File: src/rtl/xts_pkg.sv
package xts_pkg;

  typedef enum logic [2:0] {
    MODE_EVEN = 3'd0,
    MODE_ODD  = 3'd1,
    MODE_FAST = 3'd2,
    MODE_HIGH = 3'd3,
    MODE_LOW  = 3'd4
  } modeT;

  typedef struct packed {
    logic launch;    // a pattern word is produced this cycle
    logic clearErr;  // accepted start: wipe error state
    logic aggrPh;    // aggressor phase for this cycle
    logic fastPh;    // every-cycle toggle phase
  } ctrlStrobeT;

endpackage

File: src/rtl/xts_control.sv
module xts_control
  import xts_pkg::*;
#(
  parameter int WIDTH       = 8,
  parameter int NUM_RATES   = 4,
  parameter int STEP_HALVES = 4,
  parameter int LOOP_LAT    = 3,
  localparam int VW = $clog2(WIDTH),
  localparam int RW = $clog2(NUM_RATES),
  localparam int CW = $clog2(STEP_HALVES << (NUM_RATES - 1)) + 1,
  localparam int DW = $clog2(LOOP_LAT + 1) + 1
) (
  input  logic          clk,
  input  logic          rstN,
  input  logic          start,
  input  logic          replay,
  input  modeT          capMode,
  input  logic [VW-1:0] capVictim,
  input  logic [RW-1:0] capRate,
  output ctrlStrobeT    strobe,
  output modeT          curMode,
  output logic [VW-1:0] curVictim,
  output logic [RW-1:0] curRate,
  output logic          busy,
  output logic          done
);

  typedef enum logic [1:0] {ST_IDLE, ST_RUN, ST_DRAIN} stateT;

  stateT         state;
  modeT          modeQ;
  logic [VW-1:0] vicQ;
  logic [RW-1:0] rateQ;
  logic [CW-1:0] cycQ;
  logic [DW-1:0] drainQ;
  logic          doneQ;
  logic          replayQ;

  logic [CW-1:0] stepLen;
  logic          lastCyc;
  logic          lastStep;
  logic          startAcc;

  always_comb begin
    stepLen  = CW'(STEP_HALVES) << rateQ;
    lastCyc  = (cycQ == stepLen - 1'b1);
    lastStep = replayQ ||
               ((modeQ == MODE_LOW) && (vicQ == VW'(WIDTH - 1)) &&
                (rateQ == RW'(NUM_RATES - 1)));
    startAcc = start && (state == ST_IDLE);
  end

  always_ff @(posedge clk) begin
    if (!rstN) begin
      state   <= ST_IDLE;
      modeQ   <= MODE_EVEN;
      vicQ    <= '0;
      rateQ   <= '0;
      cycQ    <= '0;
      drainQ  <= '0;
      doneQ   <= 1'b0;
      replayQ <= 1'b0;
    end else begin
      unique case (state)
        ST_IDLE: begin
          if (startAcc) begin
            state   <= ST_RUN;
            cycQ    <= '0;
            doneQ   <= 1'b0;
            replayQ <= replay;
            if (replay) begin
              modeQ <= capMode;
              vicQ  <= capVictim;
              rateQ <= capRate;
            end else begin
              modeQ <= MODE_EVEN;
              vicQ  <= '0;
              rateQ <= '0;
            end
          end
        end
        ST_RUN: begin
          if (lastCyc) begin
            cycQ <= '0;
            if (lastStep) begin
              state  <= ST_DRAIN;
              drainQ <= '0;
            end else if (modeQ == MODE_LOW) begin
              modeQ <= MODE_EVEN;
              if (vicQ == VW'(WIDTH - 1)) begin
                vicQ  <= '0;
                rateQ <= rateQ + 1'b1;
              end else begin
                vicQ <= vicQ + 1'b1;
              end
            end else begin
              modeQ <= modeT'(modeQ + 3'd1);
            end
          end else begin
            cycQ <= cycQ + 1'b1;
          end
        end
        ST_DRAIN: begin
          if (drainQ == DW'(LOOP_LAT)) begin
            state <= ST_IDLE;
            doneQ <= 1'b1;
          end else begin
            drainQ <= drainQ + 1'b1;
          end
        end
        default: state <= ST_IDLE;
      endcase
    end
  end

  always_comb begin
    strobe.launch   = (state == ST_RUN);
    strobe.clearErr = startAcc;
    strobe.aggrPh   = cycQ[rateQ];
    strobe.fastPh   = cycQ[0];
  end

  assign curMode   = modeQ;
  assign curVictim = vicQ;
  assign curRate   = rateQ;
  assign busy      = (state != ST_IDLE);
  assign done      = doneQ;

  // step tags stay inside their ranges while words are launched
  assert_tag_range_R4: assert property (@(posedge clk) disable iff (!rstN)
    (state == ST_RUN) |-> ((vicQ <= VW'(WIDTH - 1)) && (modeQ <= MODE_LOW) &&
                           (rateQ <= RW'(NUM_RATES - 1))));

  // done is only reported once the block is idle again
  assert_done_idle_R5: assert property (@(posedge clk) disable iff (!rstN)
    doneQ |-> (state == ST_IDLE));

  // a start inside a step does not restart the step counter
  assert_start_ignored_R10: assert property (@(posedge clk) disable iff (!rstN)
    ((state == ST_RUN) && start && !lastCyc) |=> (cycQ == $past(cycQ) + 1'b1));

endmodule

File: src/rtl/xts_datapath.sv
module xts_datapath
  import xts_pkg::*;
#(
  parameter int WIDTH     = 8,
  parameter int NUM_RATES = 4,
  parameter int LOOP_LAT  = 3,
  localparam int VW = $clog2(WIDTH),
  localparam int RW = $clog2(NUM_RATES)
) (
  input  logic             clk,
  input  logic             rstN,
  input  ctrlStrobeT       strobe,
  input  modeT             curMode,
  input  logic [VW-1:0]    curVictim,
  input  logic [RW-1:0]    curRate,
  input  logic [WIDTH-1:0] rxData,
  output logic [WIDTH-1:0] txData,
  output logic             errFlag,
  output modeT             capMode,
  output logic [VW-1:0]    capVictim,
  output logic [RW-1:0]    capRate,
  output logic [WIDTH-1:0] capXor
);

  logic [WIDTH-1:0] nextWord;
  logic             victimBit;

  always_comb begin
    unique case (curMode)
      MODE_EVEN: victimBit = strobe.aggrPh;
      MODE_ODD:  victimBit = ~strobe.aggrPh;
      MODE_FAST: victimBit = strobe.fastPh;
      MODE_HIGH: victimBit = 1'b1;
      default:   victimBit = 1'b0;
    endcase
    for (int i = 0; i < WIDTH; i++) begin
      nextWord[i] = (VW'(i) == curVictim) ? victimBit : strobe.aggrPh;
    end
  end

  // stage 0 is the transmit register; stage LOOP_LAT lines up with rxData
  logic             pipeV [LOOP_LAT+1];
  logic [WIDTH-1:0] pipeD [LOOP_LAT+1];
  modeT             pipeM [LOOP_LAT+1];
  logic [VW-1:0]    pipeVi[LOOP_LAT+1];
  logic [RW-1:0]    pipeR [LOOP_LAT+1];

  always_ff @(posedge clk) begin
    if (!rstN) begin
      pipeV[0]  <= 1'b0;
      pipeD[0]  <= '0;
      pipeM[0]  <= MODE_EVEN;
      pipeVi[0] <= '0;
      pipeR[0]  <= '0;
    end else begin
      pipeV[0]  <= strobe.launch;
      pipeD[0]  <= strobe.launch ? nextWord : '0;
      pipeM[0]  <= curMode;
      pipeVi[0] <= curVictim;
      pipeR[0]  <= curRate;
    end
  end

  for (genvar k = 1; k <= LOOP_LAT; k++) begin : gStage
    always_ff @(posedge clk) begin
      if (!rstN) begin
        pipeV[k]  <= 1'b0;
        pipeD[k]  <= '0;
        pipeM[k]  <= MODE_EVEN;
        pipeVi[k] <= '0;
        pipeR[k]  <= '0;
      end else begin
        pipeV[k]  <= pipeV[k-1];
        pipeD[k]  <= pipeD[k-1];
        pipeM[k]  <= pipeM[k-1];
        pipeVi[k] <= pipeVi[k-1];
        pipeR[k]  <= pipeR[k-1];
      end
    end
  end

  logic [WIDTH-1:0] mism;
  assign mism = pipeV[LOOP_LAT] ? (rxData ^ pipeD[LOOP_LAT]) : '0;

  logic             errQ;
  modeT             capModeQ;
  logic [VW-1:0]    capVicQ;
  logic [RW-1:0]    capRateQ;
  logic [WIDTH-1:0] capXorQ;

  always_ff @(posedge clk) begin
    if (!rstN) begin
      errQ     <= 1'b0;
      capModeQ <= MODE_EVEN;
      capVicQ  <= '0;
      capRateQ <= '0;
      capXorQ  <= '0;
    end else if (strobe.clearErr) begin
      errQ    <= 1'b0;
      capXorQ <= '0;
    end else if ((mism != '0) && !errQ) begin
      errQ     <= 1'b1;
      capModeQ <= pipeM[LOOP_LAT];
      capVicQ  <= pipeVi[LOOP_LAT];
      capRateQ <= pipeR[LOOP_LAT];
      capXorQ  <= mism;
    end
  end

  assign txData    = pipeD[0];
  assign errFlag   = errQ;
  assign capMode   = capModeQ;
  assign capVictim = capVicQ;
  assign capRate   = capRateQ;
  assign capXor    = capXorQ;

  // the error flag is sticky until a start clears it
  assert_err_sticky_R6: assert property (@(posedge clk) disable iff (!rstN)
    (errQ && !strobe.clearErr) |=> errQ);

  // the first failure record never moves while the flag is set
  assert_capture_hold_R7: assert property (@(posedge clk) disable iff (!rstN)
    (errQ && !strobe.clearErr) |=> ($stable(capModeQ) && $stable(capVicQ) &&
                                    $stable(capRateQ) && $stable(capXorQ)));

  // a recorded failure always carries a non-empty mismatch vector
  assert_xor_nonzero_R7: assert property (@(posedge clk) disable iff (!rstN)
    errQ |-> (capXorQ != '0));

  // clearing leaves no error behind on the next cycle
  assert_clear_R8: assert property (@(posedge clk) disable iff (!rstN)
    strobe.clearErr |=> (!errQ && (capXorQ == '0)));

endmodule

File: src/rtl/xtalk_stress_gen.sv
module xtalk_stress_gen
  import xts_pkg::*;
#(
  parameter int WIDTH       = 8,
  parameter int NUM_RATES   = 4,
  parameter int STEP_HALVES = 4,
  parameter int LOOP_LAT    = 3
) (
  input  logic                         clk,
  input  logic                         rstN,
  input  logic                         start,
  input  logic                         replay,
  input  logic [WIDTH-1:0]             rxData,
  output logic [WIDTH-1:0]             txData,
  output logic                         busy,
  output logic                         done,
  output logic                         errFlag,
  output logic [2:0]                   failMode,
  output logic [$clog2(WIDTH)-1:0]     failVictim,
  output logic [$clog2(NUM_RATES)-1:0] failRate,
  output logic [WIDTH-1:0]             failXor
);

  localparam int VW = $clog2(WIDTH);
  localparam int RW = $clog2(NUM_RATES);

  ctrlStrobeT    strobe;
  modeT          curMode;
  logic [VW-1:0] curVictim;
  logic [RW-1:0] curRate;
  modeT          capMode;

  xts_control #(
    .WIDTH(WIDTH), .NUM_RATES(NUM_RATES),
    .STEP_HALVES(STEP_HALVES), .LOOP_LAT(LOOP_LAT)
  ) u_ctrl (
    .clk(clk), .rstN(rstN), .start(start), .replay(replay),
    .capMode(capMode), .capVictim(failVictim), .capRate(failRate),
    .strobe(strobe), .curMode(curMode), .curVictim(curVictim),
    .curRate(curRate), .busy(busy), .done(done)
  );

  xts_datapath #(
    .WIDTH(WIDTH), .NUM_RATES(NUM_RATES), .LOOP_LAT(LOOP_LAT)
  ) u_dp (
    .clk(clk), .rstN(rstN), .strobe(strobe), .curMode(curMode),
    .curVictim(curVictim), .curRate(curRate), .rxData(rxData),
    .txData(txData), .errFlag(errFlag), .capMode(capMode),
    .capVictim(failVictim), .capRate(failRate), .capXor(failXor)
  );

  assign failMode = capMode;

endmodule

File: config.mk
export PLATFORM = sky130hd
export DESIGN_NAME = xtalk_stress_gen
export DESIGN_NICKNAME = d
export VERILOG_FILES = /design/src/rtl/xts_pkg.sv /design/src/rtl/xts_control.sv /design/src/rtl/xts_datapath.sv /design/src/rtl/xtalk_stress_gen.sv
export SDC_FILE = /design/constraint.sdc
export NUM_CORES = 1
export LEC_CHECK = 0
export ABC_AREA = 1
export BUFFER_PORTS_ARGS = -buffer_cell sky130_fd_sc_hd__buf_2
export CORE_UTILIZATION = 59
export DETAILED_ROUTE_END_ITERATION = 6
export GPL_ROUTABILITY_DRIVEN = 1
export PLACE_DENSITY = 0.84
export RECOVER_POWER = 25
export SYNTH_ARGS = -nofsm -noshare
export SYNTH_HDL_FRONTEND = slang
export SYNTH_HIERARCHICAL = 1
export SYNTH_SLANG_ARGS = --single-unit
File: constraint.sdc
create_clock -name clk -period 2.3 [get_ports clk]
set_clock_uncertainty 0.05 [all_clocks]
set_input_delay 0.69 -clock clk [delete_from_list [all_inputs] [get_ports clk]]
set_output_delay 0.69 -clock clk [all_outputs]
set_load 0.01 [all_outputs]
# Word level (Yosys, flattened, before mapping)
# Memories as Yosys holds them, arrays and structs flattened. A register that Yosys moved wholly into a read port is not among the register bits.
# Index checks and enable logic that the tools add are counted.
[word_totals] ff_bits=30 ramBits=68 input_bits=12 output_inout_bits=27 word_cells=169 mem_count=5
[memory_table] memory="u_dp.pipeD" words=4 width=8 rd=4 rd_ports_with_merged_regs=0 write_ports=4 line="xts_datapath.sv:43" rtl="logic [WIDTH-1:0] pipeD [LOOP_LAT+1];"
[memory_table] memory="u_dp.pipeM" words=4 width=3 rd=4 rd_ports_with_merged_regs=1 write_ports=4 line="xts_datapath.sv:44" rtl="modeT pipeM [LOOP_LAT+1];"
[memory_table] memory="u_dp.pipeVi" words=4 width=3 rd=4 rd_ports_with_merged_regs=1 write_ports=4 line="xts_datapath.sv:45" rtl="logic [VW-1:0] pipeVi[LOOP_LAT+1];"
[memory_table] memory="u_dp.pipeR" words=4 width=2 rd=4 rd_ports_with_merged_regs=1 write_ports=4 line="xts_datapath.sv:46" rtl="logic [RW-1:0] pipeR [LOOP_LAT+1];"
[memory_table] memory="u_dp.pipeV" words=4 width=1 rd=4 rd_ports_with_merged_regs=0 write_ports=4 line="xts_datapath.sv:42" rtl="logic pipeV [LOOP_LAT+1];"
[op_classes] add_sub_neg=6 order_cmp=1 n_eq_ne=25 n_shift=1 muxes=70 n_bitwise=24 n_reduce_logical=27
[ops] operator="$mux W3" count=22
[ops] operator="$mux W8" count=6
[ops] operator="$mux W2" count=14
[ops] operator="$or A1 B1 Y1" count=20
[ops] operator="$pmux W3 S2" count=3
[ops] operator="$mux W1" count=17
[ops] operator="$eq A3 B3 Y1 const A" count=4
[ops] operator="$mux W6" count=2
[ops] operator="$ne A2 B2 Y1 const B" count=6
[ops] operator="$pmux W6 S2" count=1
[ops] operator="$reduce_and A4 Y1" count=3
[ops] operator="$add A3 B1 Y3 const B" count=3
[ops] operator="$eq A3 B2 Y1 const B" count=3
[ops] operator="$reduce_bool A2 Y1" count=4
[ops] operator="$reduce_bool A8 Y1" count=1
[ops] operator="$xor A8 B8 Y8" count=1
[ops] operator="$add A6 B1 Y6 const B" count=1
[ops] operator="$eq A2 B3 Y1 const A" count=2
[ops] operator="$eq A3 B3 Y1 const B" count=2
[ops] operator="$eq A6 B6 Y1" count=1
[ops] operator="$logic_not A3 Y1" count=2
[ops] operator="$pmux W2 S3" count=1
[ops] operator="$reduce_and A2 Y1" count=3
[ops] operator="$reduce_and A6 Y1" count=1
[ops] operator="21 further kinds" count=31

# Logic depth before layout (Yosys ltp)
# Gate-level depths: netlist of run 1.
[depth] word_depth=7 ltp_mapped=11 depth_no_buf=11

# Hierarchy
# The synthesis of run 1 kept the hierarchy.
[by_module_without_submodules] module="xts_datapath" n_inst=1 cells_each=398 area_each_um2=3002.9 seq_area_each_um2=1701.6
[by_module_without_submodules] module="xts_control" n_inst=1 cells_each=195 area_each_um2=1347.5 seq_area_each_um2=420.4

# Worst setup path before layout of run 1
# No wires, ideal clock.
[synth_path] kind="reg2reg" start="register u_ctrl.rateQ[0], in the netlist u_ctrl/curRate[0]" end="register u_ctrl.vicQ[0], in the netlist u_ctrl/curVictim[0]" setup_ns=0.070 arrival_ns=1.537 required_time_ns=2.180 setup_slack_ns=0.643 path_stages_with_launch=11 path_buffers=1 synth_period_minus_slack_ns=1.657 cell_sequence="dfxtp_1 inv_1 ha_1 nand2_1 nand2_1 nor2_1 nand2_1 o21bai_4 buf_6 nand3_1 a21oi_1"
[synth_via] elab_chain_cells=5 word_cells_on_any_way=9 classes_between="1 x add/sub; 4 x eq/ne; 1 x shift; 3 x reduce/logical"
[synth_lines] item="start, declared" line="xts_control.sv:33" rtl="logic [RW-1:0] rateQ;"
[synth_lines] item="start signal, assigned" line="xts_control.sv:74" rtl="rateQ <= capRate;"
[synth_lines] item="start signal, assigned" line="xts_control.sv:92" rtl="rateQ <= rateQ + 1'b1;"
[synth_lines] item="$shl A3 B2 Y6 / $eq A2 B2 Y1 (equally long branches)" line="xts_control.sv:45, xts_control.sv:49"
[synth_lines] item="$sub A6 B1 Y6 / $logic_and A1 B1 Y1 (equally long branches)" line="xts_control.sv:46, xts_control.sv:48"
[synth_lines] item="$eq A6 B6 Y1 / $logic_or A1 B1 Y1 (equally long branches)" line="xts_control.sv:46, xts_control.sv:47"
[synth_lines] item="$ne A2 B2 Y1 (no line)"
[synth_lines] item="$reduce_and A5 Y1 (no line) (*)"
[synth_lines] item="end signal, assigned" line="xts_control.sv:73" rtl="vicQ <= capVictim;"
[synth_lines] item="end signal, assigned" line="xts_control.sv:94" rtl="vicQ <= vicQ + 1'b1;"
[synth_lines] item="end, declared" line="xts_control.sv:32" rtl="logic [VW-1:0] vicQ;"
# Mark *: on every way between the ends. The rest lies on a longest branch, timed or not.
# A chain may end at the register's enable or synchronous reset.

==> results of run 1 <==
where the power goes:
group | total [W] | leakage, nW | internal, W | switching (W)
Sequential | 0.00200 | 0.857 | 0.00193 | 0.0000752
Clock | 0.00126 | 0.110 | 0.000626 | 0.000630
Combinational | 0.000640 | 1.71 | 0.000218 | 0.000422
Total | 0.00390 | 2.68 | 0.00277 | 0.00113
cells by family (layout without fill, tap and decap cells):
group,after synthesis,after routing,share of synthesized area [%]
AND/OR/NAND/NOR,251,251,24.3
flip-flops,106,106,48.8
AO/OA/AOI/OAI,59,59,7.88
buffers and inverters,163,203,15.2
XOR/XNOR,3,3,0.604
adder cells (fa/ha/maj),11,11,3.16
through the flow:
stage | cell area (um2) | worst slack (ns) | hold slack, ns | instances
floorplan | 4350 | 0.643 | 0.336 | 593
detailed placement | 4580 | 0.243 | 0.346 | 714
global route | 4790 | 0.0421 | 0.368 | 729
CTS | 4800 | 0.272 | 0.369 | 729
finish | 4790 | 0.241 | 0.366 | 729
global placement | 4580 | 0.302 | 0.343 | 714
cell usage after synthesis, drive strengths merged:
master	instances	share of area [%]
clkbuf	5	0.43
xnor2	2	0.40
nand3	28	3.6
nor3	9	1.0
o21bai	1	0.43
o21ai	21	2.4
inv	144	12
xor2	1	0.20
a211o	1	0.20
or2	3	0.43
nand2	153	13
a22o	4	0.86
o31ai	1	0.17
o22ai	2	0.29
ha	11	3.2
buf	12	2.2
a31oi	1	0.14
clkinv	2	0.17
a22oi	1	0.17
and2	1	0.14
a21oi	27	3.2
dfxtp	106	49
nand4	13	1.9
nor2	44	3.9
routing by layer:
metal  routed length [um]  share of wire (%)
met5                    0                  0
met1                 3550                 44
met4                  172                2.2
met3                  414                5.2
met2                 3840                 48
area by class of cell:
cell class                      count  area (um2)
Clock inverter                      6        98.8
Inverter                          146         548
Timing Repair Buffer               42         215
Sequential cell                   106        2120
Tap cell                           96         120
Multi-Input combinational cell    324        1570
Clock buffer                        9         124
Fill cell                         576        2150
sequential cells by signal, indices dropped and copies added (netlist names):
name              flops
u_ctrl/curMode        3
u_ctrl/curRate        2
u_ctrl/curVictim      3
u_ctrl/cycQ           6
u_ctrl/done           1
u_ctrl/drainQ         3
u_ctrl/replayQ        1
u_ctrl/state          2
u_dp/capMode          3
u_dp/capRate          2
u_dp/capVictim        3
u_dp/capXor           8
u_dp/errFlag          1
u_dp/pipeD           32
u_dp/pipeM           12
u_dp/pipeR            8
u_dp/pipeV            4
u_dp/pipeVi          12
worst max-delay path: stages:
cell and delay [ns]:
clkbuf_1 0.72, inv_1 0.52, a21oi_1 0.24, and2_1 0.15
worst min path at each step:
stage	from	end	slack [ns]	cells past startpoint
floorplan	u_dp/pipeV[1][0]$_DFF_P_	u_dp/pipeV[1][1]$_DFF_P_	0.34	2
global placement	u_dp/pipeM[1][1]$_SDFF_PN0_	u_dp/pipeM[2][1]$_SDFF_PN0_	0.34	2
detailed placement	u_dp/pipeD[2][7]$_SDFF_PN0_	u_dp/pipeD[3][7]$_SDFF_PN0_	0.35	2
CTS	u_dp/pipeV[1][0]$_DFF_P_	u_dp/pipeV[1][1]$_DFF_P_	0.37	2
global route	u_dp/pipeM[0][2]$_SDFF_PN0_	u_dp/pipeM[1][2]$_SDFF_PN0_	0.37	2
finish	u_dp/pipeM[2][2]$_SDFF_PN0_	u_dp/pipeM[3][2]$_SDFF_PN0_	0.37	2
==> impl_results.md, run 1 <==
- R2r setup slk: 0.25 ns
- Met2 usage: 37.8%
- Core Rows: 30
- Reg-to-Reg End: u_ctrl/drainQ[0]$_SDFFE_PN0P_
- Number of nets still failing antenna checks after routing: 0
- Crit path kind: input port to register
- Nature of the critical path endpoint: register
- Largest net degree at the start of global routing: 36
- Final Max Tran Viols: 0
- Number of setup violations in the final report: 0
- PwrDens: 814 mW/mm2
- Num CTS Buffers: 9
- Synth Cell Area: 0.00435 mm2
- Least-Margin Pin Slew: 1.00 ns
- Antenna diode count: 0
- R2R Path Start: u_ctrl/curRate[0]$_SDFFE_PN0P_
- Setup TNS: 0 ns
- RSZ-0062 raised after global routing: no
- H-tree Lvls: 3
- DIE HEIGHT: 87.9 um
- Design Power: 0.00390 W
- Num Clock Sinks: 106
- Layout cells sized above 1: 11.1%
- DR iter-0 viols: 132
- Max_cap viols: 0
- Worst setup endpoint: u_ctrl/cycQ[3]$_SDFFE_PN0P_
- GR Util met3: 4.15%
- Total wire length: 7.98 mm
- I/O pins: 39
- Post-layout util: 69.0%
- # Post-CTS Setup Buffers: 0
- Max Freq: 486 MHz
- CP Max Fanout: 24
- Die footprint: 0.00772 mm2
- Yosys warning count: 6
- Core area: 0.00694 mm2
- Total track usage: 22.6%
- Buffer depth of the longest clock path: 2
- Via-to-Cell Ratio: 4.79
- Fin nets: 652
- Placed wire-length estimate: 5.60 mm
- CP Launch Type: input port
- WP data required: 2.57 ns
- Worst Setup SP: rstN
- Number of global-route vias before repair: 3259
- Initial core utilization: 62.6%
- Post-Syn Nets: 616
- Wire per inst: 10.9 um
- Final Hold Viols: 0
- CTS hold repair buffers: 0
- Wire length of the first global-routing pass: 13.5 mm
- Busiest grt layer: met2
- First-pass iteration count of the detailed router: 4
- Most common cell after layout, fill and taps aside: nand2_1
- Arrival time worst endpoint: 2.32 ns
- Most frequent cells in the layout: 151 x nand2_1, 142 x inv_1, 106 x dfxtp_1
- Status: complete, no violations
- Global route total overflow: 0
- Met1 Resource Use GR: 27.5%
- Area Growth Syn to Fin: 10.2%
- Clock root buffer: clkbuf_8
- Tmin final: 2.06 ns
- Average size of a mapped cell: 7.34 um2
- Seq/Total Area, Yosys: 48.8%
- Final period util: 89.5%
- CTS tree: done
- Cells after synthesis: 593
- Yosys cell types: 34
- Die X: 87.9 um
- DRC errors left: 0
- Worst-skew pair later-pin latency: 0.36 ns
- PortBufs: 38
- Slew Limit Headroom: 33.2%
- Yosys reg bits: 106
- Reg clk slew, reported paths: 0.10 ns
- Post-CTS Resized: 0
- HP Class: register to register
- GP Congestion: 0.895
- Worst vdd ir: 452 uV
- Initial antenna violation count: 0
- Leak: 2.68 nW
- Worst reg2reg path depth: 10
- Vias: 3495
No activity file was read; power rests on OpenSTA's default activity.
==> inputs of run 2 (changes only) <==
Settings changed: CORE_UTILIZATION 59 to 60, PLACE_DENSITY 0.84 to 0.85.
Clock period 2.3 ns to 2.6 ns, I/O delays scaled along.
==> impl_results.md, run 2 (synthesized netlist as in run 1, its figures left out) <==
- Status: complete, no violations
- CP top delay family: buffers and inverters
- RSZ-0062 raised after global routing: no
- I/O pins: 39
- Post-CTS Resized: 0
- Number of setup violations in the final report: 0
- Met1 Resource Use GR: 26.9%
- Design Power: 0.00340 W
- Worst path cell trace: clkbuf_1 > inv_1 > a21oi_1 > and2_1
- Die X: 87.2 um
- CP max stage delay: 0.80 ns
- CTS hold repair buffers: 0
- Largest net degree at the start of global routing: 28
- WP data required: 2.87 ns
- Max_cap viols: 0
- Die footprint: 0.00760 mm2
- Most frequent cells in the layout: 151 x nand2_1, 142 x inv_1, 106 x dfxtp_1
- Arrival time worst endpoint: 2.52 ns
- Max Freq: 444 MHz
- Final Hold Viols: 0
- Num CTS Buffers: 9
- Antenna diode count: 0
- Tmin final: 2.25 ns
- DRC errors left: 0
- CTS tree: done
- Worst vdd ir: 386 uV
- Total wire length: 8.26 mm
- Core area: 0.00691 mm2
- Bufs and invs on worst path: 2
- Max FFs per register: 32
- HP Class: register to register
- Placed wire-length estimate: 5.92 mm
- Layout cells sized above 1: 11.1%
- Post-layout util: 69.1%
- Worst-skew pair later-pin latency: 0.37 ns
- PwrDens: 712 mW/mm2
- Final setup margin: 0.346 ns
- Global route total overflow: 0
- Total track usage: 23.1%
- Setup TNS: 0 ns
- Slew Limit Headroom: 26.0%
- Final period util: 86.7%
- Nature of the critical path endpoint: register
- Leak: 2.68 nW
- Met2 usage: 40.1%
- Clock root buffer: clkbuf_8
- Num Clock Sinks: 106
- Biggest regs: u_dp/pipeD: 32 flops, u_dp/pipeM: 12 flops, u_dp/pipeVi: 12 flops
- H-tree Lvls: 3
- Largest Register: u_dp/pipeD
- DIE HEIGHT: 87.2 um
- Least-Margin Pin Slew: 1.11 ns
- First-pass iteration count of the detailed router: 7
- Core Rows: 30
- Crit path kind: input port to register
- PortBufs: 38
- Busiest grt layer: met2
- Reg clk slew, reported paths: 0.10 ns
- GP Congestion: 0.860
- Buffer depth of the longest clock path: 2
- GR Util met3: 4.55%
- Worst path slowest cell: clkbuf_1
- CP Max Fanout: 27
- Post-placement setup slack: 0.485 ns
- Fin nets: 651
- Number of global-route vias before repair: 3252
- Most common cell after layout, fill and taps aside: nand2_1
- Wire per inst: 11.3 um
- DR iter-0 viols: 200
- Final Max Tran Viols: 0
- Wire length of the first global-routing pass: 13.5 mm
- Initial antenna violation count: 0
- Number of nets still failing antenna checks after routing: 0
- Initial core utilization: 63.0%
- Vias: 3572
- # Post-CTS Setup Buffers: 0
- Via-to-Cell Ratio: 4.90
- Area Growth Syn to Fin: 9.78%
- CP Launch Type: input port
## run 2: worst register-to-register path: stages (launching register included)
cell and delay (ns):
dfxtp_1 0.50, inv_1 0.14, ha_1 0.24, nand2_1 0.07
nand2_1 0.04, nor2_1 0.08, nand2_1 0.10, o21bai_4 0.42
nand2_1 0.21, nand2_1 0.11, a21oi_1 0.06
## run 2: report_power, final
part / total (W) / internal [W] / switching (W)
combinational: 0.000576 / 0.000194 / 0.000382
clock: 0.00105 / 0.000471 / 0.000581
sequential: 0.00177 / 0.00171 / 0.0000682
total: 0.00340 / 0.00237 / 0.00103
## run 2: per-stage QoR
stage	instances	hold WS [ns]	cell area (um2)
2_1_floorplan	593	0.336	4350
3_3_place_gp	713	0.342	4570
3_5_place_dp	713	0.345	4570
4_1_cts	729	0.367	4780
5_1_grt	729	0.379	4780
6_report	729	0.365	4780
## run 2: worst paths after layout
check / from / end / slack, ns / cells after the start
setup / recovery: rstN / u_ctrl/cycQ[3]$_SDFFE_PN0P_ / 0.35 / 4
hold / removal: u_dp/pipeM[2][1]$_SDFF_PN0_ / u_dp/pipeM[3][1]$_SDFF_PN0_ / 0.37 / 2
setup reg to reg: u_ctrl/curRate[0]$_SDFFE_PN0P_ / u_ctrl/drainQ[1]$_SDFFE_PN0P_ / 0.47 / 10
hold reg to reg: u_dp/pipeM[2][1]$_SDFF_PN0_ / u_dp/pipeM[3][1]$_SDFF_PN0_ / 0.37 / 2
## run 2: metal layers
layer	part of all wire [%]	up-vias
met3	4.6	18
met2	50	88
met5	0	-
met1	43	1620
li1	-	1846
met4	1.9	0
## run 2: layout make-up
type / count / area, um2
Clock buffer: 10 / 128
Clock inverter: 6 / 86.3
Fill cell: 596 / 2130
Inverter: 146 / 548
Multi-Input combinational cell: 324 / 1570
Sequential cell: 106 / 2120
Tap cell: 96 / 120
Timing Repair Buffer: 41 / 206
